**config.mk**
```make
export PLATFORM = sky130hd
export DESIGN_NAME = ring_call_stack_seq
export DESIGN_NICKNAME = d
export VERILOG_FILES = /design/src/rtl/ring_call_stack_pkg.sv /design/src/rtl/stack_ptr_track.sv /design/src/rtl/parm_count.sv /design/src/rtl/ring_call_stack_seq.sv
export SDC_FILE = /design/constraint.sdc
export NUM_CORES = 1
export LEC_CHECK = 0
export ABC_AREA = 1
export BUFFER_PORTS_ARGS = -buffer_cell sky130_fd_sc_hd__buf_2
export CAP_MARGIN = 5
export CORE_UTILIZATION = 55
export DETAILED_ROUTE_END_ITERATION = 7
export PLACE_DENSITY = 0.81
export SETUP_SLACK_MARGIN = 0.3
export SYNTH_ARGS = -nofsm -noshare
export SYNTH_HDL_FRONTEND = slang
export SYNTH_SLANG_ARGS = --single-unit
```
**constraint.sdc**
```tcl
create_clock -name clk -period 13 [get_ports clk]
set_input_delay 3.9 -clock clk [delete_from_list [all_inputs] [get_ports clk]]
set_output_delay 3.9 -clock clk [all_outputs]
set_load 0.05 [all_outputs]
```
**src/rtl/ring_call_stack_pkg.sv**
```systemverilog
package ring_call_stack_pkg;
  typedef enum logic [3:0] {
    ST_IDLE,
    ST_GET_SP,
    ST_GET_SEG,
    ST_PUT_SS,
    ST_PUT_SP,
    ST_PRM_RD,
    ST_PRM_WR,
    ST_PUT_CS,
    ST_PUT_IP
  } seq_state_e;
endpackage

```
**src/rtl/stack_ptr_track.sv**
```systemverilog
module stack_ptr_track #(
  parameter int WW   = 32,
  parameter int STEP = 4
) (
  input  logic          clk,
  input  logic          rst_n,
  input  logic          load_en,
  input  logic [WW-1:0] load_val,
  input  logic          dec_en,
  output logic [WW-1:0] sp_q
);
  logic [WW-1:0] sp_d;

  always_comb begin
    sp_d = sp_q;
    if (load_en)     sp_d = load_val;
    else if (dec_en) sp_d = sp_q - WW'(STEP);
  end

  always_ff @(posedge clk or negedge rst_n) begin
    if (!rst_n)                sp_q <= '0;
    else if (load_en || dec_en) sp_q <= sp_d;
  end
endmodule

```
**src/rtl/parm_count.sv**
```systemverilog
module parm_count #(
  parameter int CNTW = 5
) (
  input  logic            clk,
  input  logic            rst_n,
  input  logic            load_en,
  input  logic [CNTW-1:0] load_val,
  input  logic            dec_en,
  output logic [CNTW-1:0] cnt_q,
  output logic            is_zero,
  output logic            is_last
);
  logic [CNTW-1:0] cnt_d;

  always_comb begin
    cnt_d = cnt_q;
    if (load_en)     cnt_d = load_val;
    else if (dec_en) cnt_d = cnt_q - CNTW'(1);
  end

  always_ff @(posedge clk or negedge rst_n) begin
    if (!rst_n)                 cnt_q <= '0;
    else if (load_en || dec_en) cnt_q <= cnt_d;
  end

  assign is_zero = (cnt_q == '0);
  assign is_last = (cnt_q == CNTW'(1));
endmodule

```
**src/rtl/ring_call_stack_seq.sv**
```systemverilog
module ring_call_stack_seq
  import ring_call_stack_pkg::*;
#(
  parameter int WW    = 32,
  parameter int SELW  = 16,
  parameter int CNTW  = 5,
  parameter int RINGW = 2
) (
  input  logic             clk,
  input  logic             rst_n,
  input  logic             start,
  input  logic [RINGW-1:0] tgt_ring,
  input  logic [SELW-1:0]  old_ss,
  input  logic [WW-1:0]    old_esp,
  input  logic [SELW-1:0]  old_cs,
  input  logic [WW-1:0]    old_eip,
  input  logic [CNTW-1:0]  parm_cnt,
  input  logic [WW-1:0]    tss_base,
  output logic             rd_req,
  output logic [WW-1:0]    rd_addr,
  input  logic [WW-1:0]    rd_data,
  input  logic             rd_ready,
  output logic             wr_req,
  output logic [WW-1:0]    wr_addr,
  output logic [WW-1:0]    wr_data,
  input  logic             wr_ready,
  output logic             busy,
  output logic             done,
  output logic             err,
  output logic [SELW-1:0]  new_ss,
  output logic [WW-1:0]    new_esp
);
  localparam int WB        = WW / 8;
  localparam int SLOT      = 2 * WB;
  localparam int SP_OFS    = WB;
  localparam int SEG_OFS   = 2 * WB;
  localparam logic [RINGW-1:0] NO_SLOT_RING = '1;

  seq_state_e state_q, state_d;
  logic [RINGW-1:0] ring_q;
  logic [SELW-1:0]  oss_q, ocs_q, nss_q;
  logic [WW-1:0]    oesp_q, oeip_q, base_q, prm_q;
  logic             done_q, done_d, err_q, err_d;
  logic             accept, refuse, rd_hs, wr_hs;
  logic             sp_load, cnt_zero, cnt_last;
  logic [CNTW-1:0]  cnt_q;
  logic [WW-1:0]    sp_q, slot_addr;

  assign accept = start && (state_q == ST_IDLE);
  assign refuse = accept && (tgt_ring == NO_SLOT_RING);
  assign rd_hs  = rd_req && rd_ready;
  assign wr_hs  = wr_req && wr_ready;
  assign sp_load = (state_q == ST_GET_SP) && rd_hs;

  stack_ptr_track #(.WW(WW), .STEP(WB)) u_sp (
    .clk(clk), .rst_n(rst_n), .load_en(sp_load), .load_val(rd_data),
    .dec_en(wr_hs), .sp_q(sp_q)
  );

  parm_count #(.CNTW(CNTW)) u_cnt (
    .clk(clk), .rst_n(rst_n), .load_en(accept), .load_val(parm_cnt),
    .dec_en((state_q == ST_PRM_WR) && wr_hs), .cnt_q(cnt_q),
    .is_zero(cnt_zero), .is_last(cnt_last)
  );

  // next state
  always_comb begin
    state_d = state_q;
    done_d  = 1'b0;
    err_d   = 1'b0;
    unique case (state_q)
      ST_IDLE: begin
        if (refuse)      err_d   = 1'b1;
        else if (accept) state_d = ST_GET_SP;
      end
      ST_GET_SP:  if (rd_hs) state_d = ST_GET_SEG;
      ST_GET_SEG: if (rd_hs) state_d = ST_PUT_SS;
      ST_PUT_SS:  if (wr_hs) state_d = ST_PUT_SP;
      ST_PUT_SP:  if (wr_hs) state_d = cnt_zero ? ST_PUT_CS : ST_PRM_RD;
      ST_PRM_RD:  if (rd_hs) state_d = ST_PRM_WR;
      ST_PRM_WR:  if (wr_hs) state_d = cnt_last ? ST_PUT_CS : ST_PRM_RD;
      ST_PUT_CS:  if (wr_hs) state_d = ST_PUT_IP;
      ST_PUT_IP: begin
        if (wr_hs) begin
          state_d = ST_IDLE;
          done_d  = 1'b1;
        end
      end
      default: state_d = ST_IDLE;
    endcase
  end

  always_ff @(posedge clk or negedge rst_n) begin
    if (!rst_n) begin
      state_q <= ST_IDLE;
      done_q  <= 1'b0;
      err_q   <= 1'b0;
    end else begin
      state_q <= state_d;
      done_q  <= done_d;
      err_q   <= err_d;
    end
  end

  // caller context, captured on acceptance
  always_ff @(posedge clk or negedge rst_n) begin
    if (!rst_n) begin
      ring_q <= '0; oss_q <= '0; ocs_q <= '0;
      oesp_q <= '0; oeip_q <= '0; base_q <= '0;
    end else if (accept) begin
      ring_q <= tgt_ring; oss_q <= old_ss; ocs_q <= old_cs;
      oesp_q <= old_esp;  oeip_q <= old_eip; base_q <= tss_base;
    end
  end

  always_ff @(posedge clk or negedge rst_n) begin
    if (!rst_n)                                  nss_q <= '0;
    else if ((state_q == ST_GET_SEG) && rd_hs)   nss_q <= rd_data[SELW-1:0];
  end

  always_ff @(posedge clk or negedge rst_n) begin
    if (!rst_n)                                  prm_q <= '0;
    else if ((state_q == ST_PRM_RD) && rd_hs)    prm_q <= rd_data;
  end

  // memory ports
  assign slot_addr = base_q + WW'(ring_q) * WW'(SLOT);

  always_comb begin
    rd_req  = 1'b0;
    rd_addr = '0;
    unique case (state_q)
      ST_GET_SP:  begin rd_req = 1'b1; rd_addr = slot_addr + WW'(SP_OFS);  end
      ST_GET_SEG: begin rd_req = 1'b1; rd_addr = slot_addr + WW'(SEG_OFS); end
      ST_PRM_RD:  begin
        rd_req  = 1'b1;
        rd_addr = oesp_q + (WW'(cnt_q) - WW'(1)) * WW'(WB);
      end
      default: ;
    endcase
  end

  always_comb begin
    wr_req  = 1'b1;
    wr_data = '0;
    unique case (state_q)
      ST_PUT_SS: wr_data = WW'(oss_q);
      ST_PUT_SP: wr_data = oesp_q;
      ST_PRM_WR: wr_data = prm_q;
      ST_PUT_CS: wr_data = WW'(ocs_q);
      ST_PUT_IP: wr_data = oeip_q;
      default:   wr_req  = 1'b0;
    endcase
  end

  assign wr_addr = sp_q - WW'(WB);
  assign busy    = (state_q != ST_IDLE);
  assign done    = done_q;
  assign err     = err_q;
  assign new_ss  = nss_q;
  assign new_esp = sp_q;
endmodule

```
---- Word level (Yosys, flattened, before mapping) ----
Index checks and enable logic that the tools add are counted.
operators by class
  mux-type cells .......................... 25
  reductions and logical operators ........ 20
  $add $sub $neg .......................... 7
  equal/unequal tests ..................... 20
operators by type and width
  operator               count
  $pmux 32 s5            1
  $pmux 32 s3            1
  $mux 32                2
  $mux 4                 10
  $pmux 4 s9             1
  $add 32x3->32 const B  1
  $add 32x32->32         1
  $add 32x4->32 const B  1
  $add 32x5->32          1
  $sub 32x3->32 const B  1
  $eq 4x3->1 const B     4
  $mux 5                 2
  $ne 2x1->1 const B     5
  $ne 2x2->1 const B     5
  $reduce_and 10->1      1
  $eq 4x2->1 const B     2
  $logic_and 1x1->1      8
  $mux 1                 6
  $sub 5x1->6 const B    1
  $eq 5x1->1 const B     1
  $logic_not 5->1        1
  $reduce_or 5->1        1
  $sub 5x1->5 const B    1
  $eq 4x1->1 const B     1
  9 further kinds        13
storage, ports and cells
  output and inout bits ................... 149
  flip-flop bits (word level) ............. 221
  input bits .............................. 172
  word-level logic and storage cells ...... 85

---- Longest topological paths before layout ----
Gate-level depths: netlist of run 1.
  depth after elaboration ................. 7
  mapped depth ............................ 18
  depth with buffers taken out ............ 18

---- Modules after synthesis ----
A second synthesis of run 1 with hierarchy kept.
second synthesis, totals
  cells, all modules ...................... 2240
  area, all modules ....................... 15297.2 um2
by module, submodules not included
  module               seq. area each (um2)  area each (um2)  instances  cells an instance
  ring_call_stack_seq  4604.4                12793.5          1          1898
  stack_ptr_track      800.8                 2167.1           1          297
  parm_count           125.1                 336.6            1          45

---- Worst setup path after synthesis of run 1 ----
No wires, ideal clock.
  kind .................................... reg2out
  start ................................... register u_cnt.cnt_q[2]
  end ..................................... output rd_addr[18]
  stages on the path, launching flop included .. 13
  path buffers ............................ 0
  data required time ...................... 9.100 ns
  slack ................................... 5.011 ns
  data arrival time ....................... 4.089 ns
  path through ............................ dfrtp_1 nor2_1 nand2_1 nor3_1 ha_1 nand2_1 nand2_1 o21bai_1 a21oi_1 inv_1 a21oi_1 xor2_1 o211ai_1
on the way
  cells in the longest elaborated chain, start to end .. 3
RTL lines
  element                 RTL line                    text
  start, declared         parm_count.sv:9             output logic [CNTW-1:0] cnt_q,
  start signal, assigned  parm_count.sv:23            else if (load_en || dec_en) cnt_q <= cnt_d;
  $sub 5x1->6             ring_call_stack_seq.sv:137  rd_addr = oesp_q + (WW'(cnt_q) - WW'(1)) * WW'(WB);
  $add 32x32->32          ring_call_stack_seq.sv:137
  $pmux 32 s3             ring_call_stack_seq.sv:132  unique case (state_q)
  end, declared           ring_call_stack_seq.sv:20   output logic [WW-1:0] rd_addr,
Every way passes these cells.

---- Worst setup path in the final report of run 1 ----
  start ................................... register ring_q[0]
  end ..................................... output rd_addr[13]
on the way
  cells in the longest elaborated chain, start to end .. 3
  elaborated cells on any way between the ends .. 4
  classes of those cells .................. add/sub: 3; mux: 1
RTL lines
  element                                                RTL line                                                text
  start, declared                                        ring_call_stack_seq.sv:40                               logic [RINGW-1:0] ring_q;
  start signal, assigned                                 ring_call_stack_seq.sv:111                              ring_q <= tgt_ring; oss_q <= old_ss; ocs_q <= old_cs;
  $add 32x5->32 (*)                                      ring_call_stack_seq.sv:127                              assign slot_addr = base_q + WW'(ring_q) * WW'(SLOT);
  $add 32x4->32 / $add 32x3->32 (equally long branches)  ring_call_stack_seq.sv:134, ring_call_stack_seq.sv:133
  $pmux 32 s3 (*)                                        ring_call_stack_seq.sv:132
Mark *: on every way between the ends. The rest lies on a longest branch, timed or not.

==> flow_summary.toml, run 1 <==
[outcome]
status = "complete, no violations"

[cts]
tritoncts = "yes"
cts.repair.resized = 0
cts-root-buf = "clkbuf_16"
clk_latency_ns = 0.53
clk_pin_slew_worst_paths_ns = 0.06
post_cts_buffers = 0
cts_sinks = 221
clk_path_buf_depth = 3
numCtsBuffers = 25
htreeDepth = 1
ctsHoldBuffers = 0

[pwr]
leakagePower_nw = 9.17
cellPowerDensity_nw_per_um2 = 275
switchingPower_mw = 2.64
p_comb_frac = 0.570
pwr-share-seq = 0.278
internal-power_mw = 2.10
p_total_mw = 4.74
swShare = 0.557
pwr-share-clk = 0.152
ir_drop_mv = 0.240

[final_layout]
layout_commonest_cell = "nand2_1"
drive_above_1_share = 0.192
area_growth_pct = 18.5
finalNonFillerCells = 2781
layout_common_cells = "nand2_1, buf_2, dfrtp_1"
fin_nets = 2630

[yosys]
synth_area_leader_cell = "dfrtp_1"
ys_ff_latch = 221
synth_compound_area_frac = 0.124
yosys.area.top_type_share = 0.379
async_reset_ff_frac = 1.00
yosysWarnings = 0
syn_nets = 2341
ys_top_cells_by_area = "dfrtp_1, nand2_1, nand3_1, inv_1, o21ai_0"
synth_xor_area_frac = 0.0233
synthFlopType = "dfrtp_1"
synth.avg_cell_area_um2 = 6.84
netlist_instances = 2131
synth_fa_ha_area_frac = 0.0336
synthMuxAreaShare = 0.00154
yosysSeqAreaShare = 0.379
syn-cell-area_um2 = 14600
synth_edf_count = 0
synth_cell_types = 49
synth_top_family_by_area = "simple AND/OR/NAND/NOR gates"
synth_simple_gate_area_frac = 0.367

[detailed_routing]
wl_per_cell_um = 19.3
wl_um = 53600
antenna_left = 0
vias = 16000
drc = 0
avgViaCountPerCell = 5.74
drt-initial-drc-count = 1637
dr.pass1.iters = 6

[worst_setup_path]
cp_max_fo = 6
cp.required_ns = 9.10
crit_type = "reg2out"
rr_endpoint = "u_sp.sp_q[31]$_DFFE_PN0P_"
r2r_cells = 8
reg2reg_from = "state_q[2]$_DFFE_PN0P_"
ff2ff_setup_slack_ns = 9.03
cp-start-kind = "flip-flop"
worst_ep_arrival_time_ns = 3.81
end_kind = "primary output"

[placed_design]
place_inst = 2728
numPortBuffers = 320
globalplace.congestion = 0.988
hpwlAfterDp_um = 41000
pre_cts_slack_ns = 5.84

[timing]
clock-skew-final_ns = 0.0128
setup_ws_ns = 5.29
finalHoldViolCount = 0
tightest_slew_ns = 1.15
period_needed_ns = 7.71
timing.final.crit_share = 0.593
maxSlewViolCount = 0
tns_ns = 0
max_freq_mhz = 130
grt_setup_unrepaired = "false"
relSlewSlack = 0.231
setup_viol = 0

[floorplan]
die_area_um2 = 27200
ioPinCount = 321
die_w_um = 165
fp.coreArea_um2 = 26100
row_count = 59
start_util = 0.560
die_h_um = 165

[grt]
grt_pass1_wl_um = 81300
grt_max_degree = 110
grt_pass1_vias = 14800
track_usage = 0.392
antenna_found_initial = 8
grt_overflow = 0

[job]
drv_cap = 0

[worst_hold_path]
worst_hold_path_type = "reg2reg"
hp-start = "oeip_q[6]$_DFFE_PN0P_"
holdPathEnd = "oeip_q[6]$_DFFE_PN0P_"
worstHoldPathCells = 2
==> area by class of cell <==
class                           instances  area (um2)
Sequential cell                       221        5530
Inverter                              199         749
Fill cell                            2297        8790
Timing Repair Buffer                  329        1680
Antenna cell                            8        20.0
Multi-Input combinational cell       1644        8040
Tap cell                              335         419
Clock buffer                           28         667
Clock inverter                         17         169
==> critical path, cell delays in order (launching register included) <==
cell and delay [ns]:
dfrtp_1 0.39, ha_1 0.25, fa_1 0.49, nand2_2 0.14
nor2_4 0.06, nand2_2 0.13, xor2_1 0.34, nand2_1 0.15
nor2_4 0.17, nand2_1 0.09, nor2_1 0.28, xor2_1 0.13
o211ai_1 0.30, buf_2 0.33
==> power by group through the flow <==
stage               Combinational [mW]  Sequential [mW]  Clock (mW)
finish                            2.70             1.32       0.719
global placement                  2.62             1.30           0
floorplan                         1.78             1.44           0
CTS                               2.68             1.31       0.720
global route                      2.92             1.35       0.748
detailed placement                2.66             1.31           0
==> per-layer routing <==
layer / GRT usage / up-vias / share of wire
met5: 0 / - / 0.00049
met1: 0.528 / 7558 / 0.42
li1: - / 7495 / -
met2: 0.614 / 761 / 0.45
met3: 0.0773 / 134 / 0.085
met4: 0.165 / 4 / 0.041
==> cells by family after synthesis <==
group / count (synthesis)
buf+inv: 266
simple gates: 1265
xor+xnor: 38
compound gates: 301
fa+ha+maj: 38
flops: 221
mux: 2
==> how the worst max path moves through the flow <==
stage | from | endpoint | slack, ns | cells past startpoint
after global routing | ring_q[0]$_DFFE_PN0P_ | rd_addr[13] | 5.08 | 13
after CTS | ring_q[0]$_DFFE_PN0P_ | rd_addr[13] | 5.28 | 13
after detailed placement | ring_q[0]$_DFFE_PN0P_ | rd_addr[13] | 5.84 | 13
after global placement | ring_q[0]$_DFFE_PN0P_ | rd_addr[13] | 5.81 | 13
final | ring_q[0]$_DFFE_PN0P_ | rd_addr[13] | 5.29 | 13
after floorplan | u_cnt.cnt_q[2]$_DFFE_PN0P_ | rd_addr[18] | 5.01 | 12
==> synthesized netlist by cell type, drive strengths merged, types with 2 or more instances <==
| library cell | n |
|---|---|
| ha | 36 |
| nand3b | 4 |
| o21ai | 151 |
| buf | 16 |
| o22ai | 2 |
| o221ai | 22 |
| a221oi | 11 |
| a21oi | 54 |
| dfrtp | 221 |
| mux2 | 2 |
| nor2 | 197 |
| a21o | 9 |
| a31oi | 9 |
| nand4 | 25 |
| nand2 | 845 |
| inv | 199 |
| a22oi | 6 |
| xnor2 | 5 |
| nand3 | 165 |
| a22o | 13 |
| or2 | 8 |
| nor3 | 17 |
| o211ai | 14 |
| xor2 | 33 |
| fa | 2 |
| clkbuf | 51 |
| o21bai | 7 |
| nor4 | 2 |
==> state kept, by name, indices dropped and copies added (netlist names) <==
| name | flops |
|---|---|
| err | 1 |
| ring_q | 2 |
| oeip_q | 32 |
| ocs_q | 16 |
| oss_q | 16 |
| prm_q | 32 |
| done | 1 |
| state_q | 4 |
| base_q | 32 |
| oesp_q | 32 |
| u_cnt.cnt_q | 5 |
| u_sp.sp_q | 32 |
| new_ss | 16 |
==> metrics by stage <==
stage	hold slack [ns]	area (um2)	util
5_1_grt	0.499	17300	0.663
3_3_place_gp	0.462	16400	0.630
4_1_cts	0.482	17300	0.662
3_5_place_dp	0.465	16400	0.630
6_report	0.481	17300	0.663
2_1_floorplan	0.449	14600	-
No activity file was read; power rests on OpenSTA's default activity.
==> run 2, diff against run 1 <==
Clock period 13 ns to 7.5 ns, I/O delays scaled along.
==> run 2 against run 1 <==
Against the previous run: largest cell class unchanged; critical path depth unchanged; clock skew shrank 0.0035 ns; clock-buffer cell count is 2 higher; non-clock buffer count increased by 1; worst setup slack worse by 3.8 ns; power is 75% higher; sequential power up 74%; largest power group unchanged; global-route usage increased by 0.079 points; first-iteration DRC count down 3.4%; die area did not move; combinational power rose by 74%.
==> flow_summary.toml, run 2 (synthesis gave the netlist of run 1 again) <==
[detailed_routing]
vias = 15900
dr.pass1.iters = 5
antenna_left = 0
avgViaCountPerCell = 5.73
drt-initial-drc-count = 1582
wl_per_cell_um = 19.2
wl_um = 53400
drc = 0

[floorplan]
start_util = 0.560
die_h_um = 165
fp.coreArea_um2 = 26100
ioPinCount = 321
die_area_um2 = 27200
row_count = 59
die_w_um = 165

[timing]
grt_setup_unrepaired = "false"
max_freq_mhz = 166
maxSlewViolCount = 0
tns_ns = 0
finalHoldViolCount = 0
setup_viol = 0
hold-worst-slack_ns = 0.481
tightest_slew_ns = 1.21
timing.final.crit_share = 0.802
period_needed_ns = 6.02
clock-skew-final_ns = 0.00934
relSlewSlack = 0.195

[worst_hold_path]
hp-start = "oeip_q[17]$_DFFE_PN0P_"
worst_hold_path_type = "reg2reg"

[final_layout]
layout_commonest_cell = "nand2_1"
design_area_um2 = 17300
fill_cells = 2390
multi_input_area_um2 = 8040
layout_common_cells = "nand2_1, buf_2, dfrtp_1"
ff_latch_area_um2 = 5530
drive_above_1_share = 0.192
fin_nets = 2631
finalNonFillerCells = 2781
area_growth_pct = 18.7

[worst_setup_path]
cp_max_fo = 6
reg2reg_from = "state_q[3]$_DFFE_PN0P_"
cp-start-kind = "flip-flop"
max_stage_delay_ns = 0.51
cp_slowest_cell = "fa_1"
end_kind = "primary output"
path_buf_inv = 1
worst_ep_arrival_time_ns = 3.77
path_cells = "ha_1, fa_1, nand2_2, nor2_4, nand2_2, xor2_1, nand2_1, nor2_4, nand2_1, nor2_1, xor2_1, o211ai_1, buf_2"
ff2ff_setup_slack_ns = 3.47
cp.required_ns = 5.25
path_delay_family = "simple AND/OR/NAND/NOR gates"
crit_type = "reg2out"
cp-startpoint = "ring_q[0]$_DFFE_PN0P_"

[cts]
clk_path_buf_depth = 3
clk_pin_slew_worst_paths_ns = 0.06
cts-root-buf = "clkbuf_16"
htreeDepth = 1
clk_latency_ns = 0.53
tritoncts = "yes"
ctsHoldBuffers = 0
cts_sinks = 221
post_cts_buffers = 0
cts.repair.resized = 0
numCtsBuffers = 25

[pwr]
ir_drop_mv = 0.437
cellPowerDensity_nw_per_um2 = 479
leakagePower_nw = 9.19

[grt]
antenna_found_initial = 5
grt_pass1_wl_um = 81800
grt_max_degree = 110
grt_pass1_vias = 14900
grt_overflow = 0
track_usage = 0.392

[placed_design]
globalplace.congestion = 1.00
placed_cell_area_um2 = 16400
hpwlAfterDp_um = 40800
place_inst = 2729
numPortBuffers = 320

[outcome]
status = "complete, no violations"

[job]
drv_cap = 0
-- run 2: layout make-up --
| type | instances | share of cell area |
|---|---|---|
| Timing Repair Buffer | 330 | 0.0974 |
| Antenna cell | 7 | 0.00101 |
| Clock inverter | 15 | 0.0113 |
| Multi-Input combinational cell | 1644 | 0.464 |
| Clock buffer | 30 | 0.0390 |
| Tap cell | 335 | 0.0242 |
| Inverter | 199 | 0.0433 |
| Sequential cell | 221 | 0.319 |
-- run 2: metrics by stage --
| step | total power [mW] | setup WS (ns) | utilization |
|---|---|---|---|
| after floorplan | 5.58 | 1.16 | - |
| after global placement | 6.80 | 2.00 | 0.630 |
| after detailed placement | 6.89 | 2.05 | 0.630 |
| after CTS | 8.24 | 1.48 | 0.664 |
| after global routing | 8.78 | 1.25 | 0.664 |
| final | 8.30 | 1.48 | 0.664 |
-- run 2: path summary, 6_finish.rpt --
kind,to,cells after the start
worst max-delay path,rd_addr[13],13
worst min-delay path,oeip_q[17]$_DFFE_PN0P_,2
worst max register to register,new_ss[14]$_DFFE_PN0P_,9
worst min register to register,oeip_q[17]$_DFFE_PN0P_,2
max in group asynchronous,oesp_q[28]$_DFFE_PN0P_,2
min in group asynchronous,base_q[28]$_DFFE_PN0P_,1
-- run 2: power by group --
group | switching [mW] | internal, mW | total [mW]
Sequential | 0.551 | 1.75 | 2.30
Clock | 0.525 | 0.783 | 1.31
Combinational | 3.51 | 1.18 | 4.69
-- run 2: worst reg2reg max path: stages, from the launching register on --
cell	delay, ns
dfrtp_1	0.43
nor2_2	0.27
nand2_1	0.31
inv_1	0.76
nor2_1	0.13
inv_1	0.30
nor2_1	0.07
inv_1	0.18
nand3_1	0.83
o21ai_0	0.62
-- run 2: layer usage --
layer  share of wire  up-vias  global-route usage
li1                -     7499                   -
met1            0.42     7487               0.534
met2            0.46      814               0.622
met3           0.083      123              0.0595
met4           0.039        2               0.164
met5         0.00015        -                   0
==> run 3, diff against run 2 <==
Settings changed: CORE_UTILIZATION 55 to 50, PLACE_DENSITY 0.81 to 0.77.
Clock period 7.5 ns to 5.3 ns, I/O delays scaled along.
==> run 3 against run 2 <==
Against the previous run: critical path depth decreased by 1; sequential power up 43%; clock power rose by 40%; final cell count rose by 3.2%; power increased by 50%; die area grew 9.9%; global-route usage is 3.0 points lower; utilization down 1.5 points; clock-buffer cell count rose by 1; critical endpoint is now rd_addr[7]; largest cell class unchanged.
==> flow_summary.toml, run 3 (synthesis gave the netlist of run 1 again) <==
[detailed_routing]
avgViaCountPerCell = 5.63
drt-initial-drc-count = 1510
vias = 16200
antenna_left = 0
drc = 0
dr.pass1.iters = 6
wl_um = 55500
wl_per_cell_um = 19.3

[floorplan]
ioPinCount = 321
die_w_um = 173
die_h_um = 173
die_area_um2 = 29800
row_count = 62
fp.coreArea_um2 = 28700
start_util = 0.508

[final_layout]
drive_above_1_share = 0.256
layout_commonest_cell = "nand2_1"
area_growth_pct = 27.8
finalNonFillerCells = 2870
layout_common_cells = "nand2_1, buf_2, dfrtp_1"
fin_nets = 2673

[worst_setup_path]
path_cells = "ha_2, fa_2, buf_4, nor2_1, nor2_4, nand2_2, nor2_4, buf_4, nand2_1, inv_1, o311ai_1, buf_2"
cp_max_fo = 5
worst_ep_arrival_time_ns = 3.39
cp.required_ns = 3.71
cp-start-kind = "flip-flop"
r2r_cells = 10
end_kind = "primary output"
cp_slowest_cell = "o311ai_1"
max_stage_delay_ns = 0.57
crit_type = "reg2out"

[worst_hold_path]
worstHoldPathCells = 2
worst_hold_path_type = "reg2reg"

[grt]
grt_pass1_wl_um = 85200
antenna_found_initial = 8
grt_pass1_vias = 14900
grt_max_degree = 110
track_usage = 0.362
grt_overflow = 0

[cts]
numCtsBuffers = 25
htreeDepth = 1
clk_path_buf_depth = 3
clk_latency_ns = 0.55
tritoncts = "yes"
clk_pin_slew_worst_paths_ns = 0.06
cts-root-buf = "clkbuf_16"
ctsHoldBuffers = 0
cts_sinks = 221

[timing]
setup_viol = 0
period_needed_ns = 4.98
tightest_slew_ns = 1.14
clock-skew-final_ns = 0.0107
max_freq_mhz = 201
finalHoldViolCount = 0
setup_ws_ns = 0.317
maxSlewViolCount = 0
timing.final.crit_share = 0.940
relSlewSlack = 0.241
grt_setup_unrepaired = "true"
tns_ns = 0

[outcome]
status = "complete, no violations"

[pwr]
p_total_mw = 12.5
cellPowerDensity_nw_per_um2 = 670
leakagePower_nw = 9.55
ir_drop_mv = 0.598

[placed_design]
pre_cts_slack_ns = 0.567
globalplace.congestion = 0.980
place_inst = 2787
numPortBuffers = 320
hpwlAfterDp_um = 42100

[job]
drv_cap = 0
## run 3: area by class of cell
class                           instances  area [um2]
Fill cell                            2577       10100
Multi-Input combinational cell       1644        8810
Sequential cell                       221        5530
Timing Repair Buffer                  372        2190
Inverter                              199         752
Clock buffer                           31         688
Tap cell                              384         480
Clock inverter                         12         165
Antenna cell                            7        17.5
## run 3: per-layer routing
metal	up-vias	wire length [um]	track usage
met5	-	27	0
met4	4	2570	0.147
met3	163	4440	0.0631
met2	780	25300	0.572
met1	7629	23100	0.494
li1	7582	-	-
## run 3: per-stage QoR
stage / instance area (um2) / hold slack (ns) / utilization
final: 18600 / 0.480 / 0.649
after global routing: 18600 / 0.492 / 0.649
after CTS: 17700 / 0.482 / 0.617
after detailed placement: 16600 / 0.465 / 0.577
after global placement: 16600 / 0.462 / 0.577
after floorplan: 14600 / 0.449 / -
## run 3: worst max-delay path, delay by kind of cell, from the launching register on
kind,cells,cell delay (ns)
buffers and inverters,4,0.77
and+or+nand+nor,5,0.48
AOI/OAI and AO/OA,1,0.57
adders and majority gates,2,0.63
DFF,1,0.39
## run 3: final timing paths
| path | from | endpoint | slack [ns] |
|---|---|---|---|
| max | ring_q[0]$_DFFE_PN0P_ | rd_addr[7] | 0.32 |
| min | oeip_q[31]$_DFFE_PN0P_ | oeip_q[31]$_DFFE_PN0P_ | 0.48 |
| max reg2reg | state_q[0]$_DFFE_PN0P_ | u_sp.sp_q[12]$_DFFE_PN0P_ | 1.59 |
| min reg2reg | oeip_q[31]$_DFFE_PN0P_ | oeip_q[31]$_DFFE_PN0P_ | 0.48 |
| max in group asynchronous | rst_n | new_ss[3]$_DFFE_PN0P_ | 3.28 |
| min in group asynchronous | rst_n | base_q[26]$_DFFE_PN0P_ | 1.04 |
## run 3: what timing repair did
| action | in CTS | in global routing |
|---|---|---|
| pin swaps | 13 | 47 |
| gates cloned | 2 | 0 |
| resized for setup | 71 | 178 |
| setup endpoints to repair | 24 | 25 |
| setup buffers | 7 | 24 |
## run 3: power breakdown
group          leakage [nW]  total (mW)  internal (mW)  switching [mW]
clock                 0.413        1.84           1.07           0.766
sequential             2.78        3.28           2.47           0.812
combinational          6.36        7.35           2.09            5.26
